File: src/rtl/dimpwm_pkg.sv
package dimpwm_pkg;

  // Gate pulse state: idle, duty-limited on, or stretched after dimming falls
  typedef enum logic [1:0] {
    GS_IDLE    = 2'd0,
    GS_ON      = 2'd1,
    GS_STRETCH = 2'd2
  } gate_state_t;

  // Clocks needed to cover a time in ns, rounded up
  function automatic int unsigned ns_to_cyc(input int unsigned ns,
                                            input int unsigned clk_ps);
    return (ns * 1000 + clk_ps - 1) / clk_ps;
  endfunction

  // On-time in clocks for a duty given in per mille of the period
  function automatic int unsigned duty_cyc(input int unsigned per,
                                           input int unsigned permille);
    return (per * permille) / 1000;
  endfunction

endpackage

File: src/rtl/dimpwm_sync_edge.sv
module dimpwm_sync_edge #(
  parameter int unsigned STAGES = 2
) (
  input  logic clk,
  input  logic rst_n,
  input  logic d_i,
  output logic lvl_o,
  output logic rise_o,
  output logic fall_o
);
  logic [STAGES-1:0] sh_q;
  logic              prev_q;

  generate
    if (STAGES == 1) begin : g_one
      always_ff @(posedge clk or negedge rst_n) begin
        if (!rst_n) sh_q <= '0;
        else        sh_q <= d_i;
      end
    end else begin : g_many
      always_ff @(posedge clk or negedge rst_n) begin
        if (!rst_n) sh_q <= '0;
        else        sh_q <= {sh_q[STAGES-2:0], d_i};
      end
    end
  endgenerate

  always_ff @(posedge clk or negedge rst_n) begin
    if (!rst_n) prev_q <= 1'b0;
    else        prev_q <= sh_q[STAGES-1];
  end

  assign lvl_o  = sh_q[STAGES-1];
  assign rise_o = sh_q[STAGES-1] & ~prev_q;
  assign fall_o = ~sh_q[STAGES-1] & prev_q;
endmodule

File: src/rtl/dimpwm_period_timer.sv
module dimpwm_period_timer #(
  parameter int unsigned PERIOD_CYC = 1000
) (
  input  logic clk,
  input  logic rst_n,
  input  logic run_i,
  output logic start_o
);
  localparam int unsigned PW = (PERIOD_CYC > 1) ? $clog2(PERIOD_CYC) : 1;
  localparam logic [PW-1:0] LAST = PW'(PERIOD_CYC - 1);

  logic [PW-1:0] cnt_q;

  // Counter sits at zero while stopped, so a restart begins a full period
  always_ff @(posedge clk or negedge rst_n) begin
    if (!rst_n)             cnt_q <= '0;
    else if (!run_i)        cnt_q <= '0;
    else if (cnt_q == LAST) cnt_q <= '0;
    else                    cnt_q <= cnt_q + 1'b1;
  end

  assign start_o = run_i & (cnt_q == '0);

  // once running, the next period start is exactly PERIOD_CYC clocks on
  assert_period_wrap_R1: assert property (@(posedge clk) disable iff (!rst_n)
    (run_i && cnt_q == LAST) |=> (!run_i || start_o));
endmodule

File: src/rtl/dimpwm_gate_fsm.sv
module dimpwm_gate_fsm
  import dimpwm_pkg::*;
#(
  parameter int unsigned MAXON_CYC = 900,
  parameter int unsigned BLANK_CYC = 10
) (
  input  logic clk,
  input  logic rst_n,
  input  logic en_i,
  input  logic dim_i,
  input  logic start_i,
  input  logic trip_i,
  input  logic ovp_i,
  output logic gate_o
);
  localparam int unsigned OW = $clog2(MAXON_CYC + 1) + 1;
  localparam logic [OW-1:0] BLANK_V = OW'(BLANK_CYC);
  localparam logic [OW-1:0] LIMIT_V = OW'(MAXON_CYC - 1);

  gate_state_t   st_q, st_d;
  logic [OW-1:0] on_cnt_q;
  logic          unblanked;
  logic          trip_hit;
  logic          duty_hit;
  logic          kill;

  assign unblanked = (on_cnt_q >= BLANK_V);
  assign trip_hit  = trip_i & unblanked;
  assign duty_hit  = (on_cnt_q >= LIMIT_V);
  assign kill      = ~en_i | ovp_i;

  always_comb begin
    st_d = st_q;
    unique case (st_q)
      GS_IDLE: begin
        if (start_i && !kill) st_d = GS_ON;
      end
      GS_ON: begin
        if (kill || trip_hit)       st_d = GS_IDLE;
        else if (!dim_i)            st_d = GS_STRETCH;
        else if (duty_hit)          st_d = GS_IDLE;
      end
      GS_STRETCH: begin
        if (kill || trip_hit)       st_d = GS_IDLE;
        else if (dim_i)             st_d = GS_ON;
      end
      default: st_d = GS_IDLE;
    endcase
  end

  always_ff @(posedge clk or negedge rst_n) begin
    if (!rst_n) begin
      st_q     <= GS_IDLE;
      on_cnt_q <= '0;
    end else begin
      st_q <= st_d;
      if (st_d == GS_IDLE || st_q == GS_IDLE) on_cnt_q <= '0;
      else if (on_cnt_q != '1)                on_cnt_q <= on_cnt_q + 1'b1;
    end
  end

  assign gate_o = (st_q != GS_IDLE);

  // a trip inside the blanking window never ends a pulse
  assert_blank_hold_R4: assert property (@(posedge clk) disable iff (!rst_n)
    (gate_o && !unblanked && en_i && !ovp_i && !(dim_i && duty_hit)) |=> gate_o);

  // with dimming low, an idle gate stays idle
  assert_no_start_dim_low_R6: assert property (@(posedge clk) disable iff (!rst_n)
    (!gate_o && !dim_i) |=> !gate_o);

  // a stretched pulse ends only on trip or fault
  assert_stretch_keep_R6: assert property (@(posedge clk) disable iff (!rst_n)
    (st_q == GS_STRETCH && !trip_i && en_i && !ovp_i) |=> gate_o);
endmodule

File: src/rtl/dimpwm_gate_ctrl.sv
module dimpwm_gate_ctrl
  import dimpwm_pkg::*;
#(
  parameter int unsigned CLK_PS        = 10000,
  parameter int unsigned PERIOD_CYC    = 1000,
  parameter int unsigned DUTY_PERMILLE = 900,
  parameter int unsigned MAXON_CYC     = duty_cyc(PERIOD_CYC, DUTY_PERMILLE),
  parameter int unsigned BLANK_CYC     = ns_to_cyc(100, CLK_PS),
  parameter int unsigned SYNC_STAGES   = 2
) (
  input  logic clk,
  input  logic rst_n,
  input  logic en_i,
  input  logic dim_i,
  input  logic ipk_trip_i,
  input  logic ovp_i,
  output logic gate_o,
  output logic ldsw_o,
  output logic ea_conn_o
);
  logic dim_lvl, dim_rise, dim_fall;
  logic per_start;
  logic ldsw_q, ea_q;

  dimpwm_sync_edge #(.STAGES(SYNC_STAGES)) u_sync (
    .clk    (clk),
    .rst_n  (rst_n),
    .d_i    (dim_i),
    .lvl_o  (dim_lvl),
    .rise_o (dim_rise),
    .fall_o (dim_fall)
  );

  dimpwm_period_timer #(.PERIOD_CYC(PERIOD_CYC)) u_timer (
    .clk     (clk),
    .rst_n   (rst_n),
    .run_i   (en_i & dim_lvl),
    .start_o (per_start)
  );

  dimpwm_gate_fsm #(.MAXON_CYC(MAXON_CYC), .BLANK_CYC(BLANK_CYC)) u_fsm (
    .clk     (clk),
    .rst_n   (rst_n),
    .en_i    (en_i),
    .dim_i   (dim_lvl),
    .start_i (per_start),
    .trip_i  (ipk_trip_i),
    .ovp_i   (ovp_i),
    .gate_o  (gate_o)
  );

  always_ff @(posedge clk or negedge rst_n) begin
    if (!rst_n) begin
      ldsw_q <= 1'b0;
      ea_q   <= 1'b0;
    end else begin
      ldsw_q <= en_i & dim_lvl & ~ovp_i;
      ea_q   <= en_i & dim_lvl;
    end
  end

  assign ldsw_o    = ldsw_q;
  assign ea_conn_o = ea_q;

  // a dimming rising edge with enable high begins a period at once
  assert_rise_starts_R1: assert property (@(posedge clk) disable iff (!rst_n)
    (dim_rise && en_i) |-> per_start);

  // after a dimming falling edge the strobe and load switch are released
  assert_fall_release_R5: assert property (@(posedge clk) disable iff (!rst_n)
    dim_fall |=> (!ea_conn_o && !ldsw_o));

  // over-voltage opens both switches on the next clock
  assert_ovp_off_R8: assert property (@(posedge clk) disable iff (!rst_n)
    ovp_i |=> (!gate_o && !ldsw_o));

  // a low enable clears every output on the next clock
  assert_en_off_R9: assert property (@(posedge clk) disable iff (!rst_n)
    !en_i |=> (!gate_o && !ldsw_o && !ea_conn_o));
endmodule

File: config.mk
export PLATFORM = sky130hd
export DESIGN_NAME = dimpwm_gate_ctrl
export DESIGN_NICKNAME = d
export VERILOG_FILES = /design/src/rtl/dimpwm_pkg.sv /design/src/rtl/dimpwm_sync_edge.sv /design/src/rtl/dimpwm_period_timer.sv /design/src/rtl/dimpwm_gate_fsm.sv /design/src/rtl/dimpwm_gate_ctrl.sv
export SDC_FILE = /design/constraint.sdc
export NUM_CORES = 1
export LEC_CHECK = 0
export ABC_CLOCK_PERIOD_IN_PS = 2700
export CORE_ASPECT_RATIO = 1.25
export CORE_MARGIN = 2
export CORE_UTILIZATION = 40
export DETAILED_ROUTE_END_ITERATION = 10
export PLACE_DENSITY = 0.65
export SYNTH_ARGS = -nofsm -noshare
export SYNTH_HDL_FRONTEND = slang
export SYNTH_HIERARCHICAL = 1
export SYNTH_SLANG_ARGS = --single-unit
File: constraint.sdc
create_clock -name clk -period 2.7 [get_ports clk]
set_clock_uncertainty 0.05 [all_clocks]
set_input_delay 0.81 -clock clk [delete_from_list [all_inputs] [get_ports clk]]
set_output_delay 0.81 -clock clk [all_outputs]
set_load 0.1 [all_outputs]
==> flow_summary.yaml, run 1 <==
synthesis:
  syn-cell-area_sq_um: 1490
  syn_nets: 166
  ys_warn_count: 6
  synth_area_per_cell_sq_um: 9.56
  synthCells: 156
cells_and_area:
  utilization_pct: 47.7
  num_antenna_cells: 0
  fill_cells: 344
  final_cells: 211
  drive_gt1_share_pct: 12.8
  nNetsFinal: 183
  syn_to_final_growth_pct: 13.3
placed_design:
  post-place-cells: 207
  gp_congestion: 0.853
  place_hpwl_mm: 2.35
  port_buffers: 8
timing:
  worst_slew_margin_rel_pct: 35.4
  fin_crit_sh_pct: 86.8
  rsz0062_at_grt: "no"
  worst_pin_slew_ps: 962
  slew_viol_final: 0
  fmax_mhz: 427
  setup_viol: 0
  fin_crit_ps: 2340
  hold_violations: 0
  setup_tns_ps: 0
clock_tree:
  cts_tree: "yes"
  hold_buffers: 0
  postCtsSetupRepairBufs: 0
  cts_root_buffer: "clkbuf_8"
  cts_resized: 0
  clk_pin_slew_ps: 90
  clock_latency_ps: 270
  h-tree-depth: 1
  cts_buffer_depth: 2
  numCtsBuffers: 3
  clock-sinks: 27
route:
  vias: 1272
  wl_per_cell_um: 15.0
  drtIter0Drc: 48
  routed_wl_mm: 3.16
  post_drt_via_cell_ratio: 6.03
  dr.pass1.iters: 5
  ant_nets: 0
  drc: 0
setup_path:
  cp_max_fo: 5
  reg2reg_from: "u_fsm/on_cnt_q[0]"
  critPathArrivalTime_ps: 2470
  required_ps: 2830
  cp-end-kind: "flop"
  crit_type: "flop to flop"
  cp-start-kind: "flop"
  crit_start: "u_fsm/on_cnt_q[0]"
global_route:
  antenna_found_initial: 0
  grt_overflow_total: 0
  grt_pass1_wl_mm: 5.46
  grt_pass1_vias: 1197
  grt_start_max_net_pins: 28
  grt_use_total_pct: 16.5
floorplanning:
  ios: 9
  dieArea_sq_um: 4240
  start_util_pct: 42.1
  coreArea_sq_um: 3540
  die_y_um: 72.3
  die_w_um: 58.6
  num_rows: 24
job:
  maxCapViolCount: 0
status:
  status: "completed"
power:
  peakVddDrop_uv: 257
  p_per_area_nw_per_um2: 411
  p_leak_nw: 0.650
min_path:
  min-delay-start: "u_sync/sh_q[0]"
  min_path_type: "flop to flop"
where the power goes:
group | switching [mW] | leakage (nW) | internal (mW) | total, mW
sequential | 0.00439 | 0.370 | 0.409 | 0.413
clock | 0.123 | 0.0228 | 0.106 | 0.229
combinational | 0.0348 | 0.258 | 0.0176 | 0.0524
total | 0.162 | 0.650 | 0.532 | 0.695
worst max-delay path: stages (launching register included):
cell and delay, ps:
dfrtp_1 420, inv_1 90, ha_1 190, o311ai_0 640, o2111ai_1 340, buf_4 260, nor4_4 250
path summary, 6_finish.rpt:
path	slack [ps]	cells after the start	to
max	360	6	u_fsm/on_cnt_q[6]
min	310	0	u_sync/sh_q[1]
max reg2reg	360	6	u_fsm/on_cnt_q[6]
min reg2reg	310	0	u_sync/sh_q[1]
max in group asynchronous	1480	2	u_timer/cnt_q[9]
min in group asynchronous	860	2	u_fsm/on_cnt_q[2]
per-stage QoR:
step	power (mW)	hold slack [ps]	setup WS (ps)	cell area, sq um
after floorplan	0.448	281	763	1490
after global placement	0.473	283	203	1640
after detailed placement	0.474	298	182	1640
after CTS	0.701	319	363	1690
after global routing	0.722	324	223	1690
final	0.695	315	356	1690
sequential cells by signal, indices dropped and copies added, names as in the netlist:
name            count
ldsw_o              1
ea_conn_o           1
u_fsm/st_q          2
u_sync/sh_q         2
u_timer/cnt_q      10
u_fsm/on_cnt_q     11
per-layer routing:
layer	GRT usage [%]	vias up	part of all wire, %	routed length (um)
met5	0	-	0	0
met4	6.82	0	1.3	40
met3	2.32	4	3.1	97
met2	27.8	29	53	1680
met1	21.1	631	43	1350
li1	-	608	-	-
cell usage in the layout, fill, tap and decap left out, types with 2 or more instances in the layout:
| cell type | n |
|---|---|
| a21oi_1 | 6 |
| xor2_1 | 2 |
| or3_1 | 4 |
| clkbuf_8 | 3 |
| xnor2_1 | 3 |
| buf_4 | 10 |
| nand4_1 | 7 |
| a31oi_1 | 4 |
| dfrtp_1 | 27 |
| nor4b_2 | 2 |
| inv_1 | 10 |
| clkdlybuf4s50_1 | 5 |
| o211ai_1 | 4 |
| nor2_1 | 17 |
| nand2_1 | 12 |
| nor4_2 | 3 |
| nor4_1 | 2 |
| ha_1 | 4 |
| or4_1 | 4 |
| nand3_1 | 8 |
| nor3_1 | 10 |
| o21ai_0 | 3 |
| nor2b_1 | 2 |
| o31ai_1 | 2 |
final cells by class:
class                           count  area, sq um  share of cell area (%)
Multi-Input combinational cell    116          757                    44.8
Sequential cell                    27          676                    40.0
Timing Repair Buffer               15          125                    7.41
Tap cell                           39         48.8                    2.89
Clock buffer                        4         45.0                    2.67
Inverter                           10         37.5                    2.22
Power figures use the tool's default switching activity.
==> run 2, diff against run 1 <==
--- a/config.mk
+++ b/config.mk
@@ -10,6 +10,7 @@
 export CORE_MARGIN = 2
 export CORE_UTILIZATION = 40
 export DETAILED_ROUTE_END_ITERATION = 10
+export HOLD_SLACK_MARGIN = 0.15
 export PLACE_DENSITY = 0.65
 export SYNTH_ARGS = -nofsm -noshare
 export SYNTH_HDL_FRONTEND = slang
==> results of run 2 <==
Final layout, timing and power as in run 1 (identical DEF).
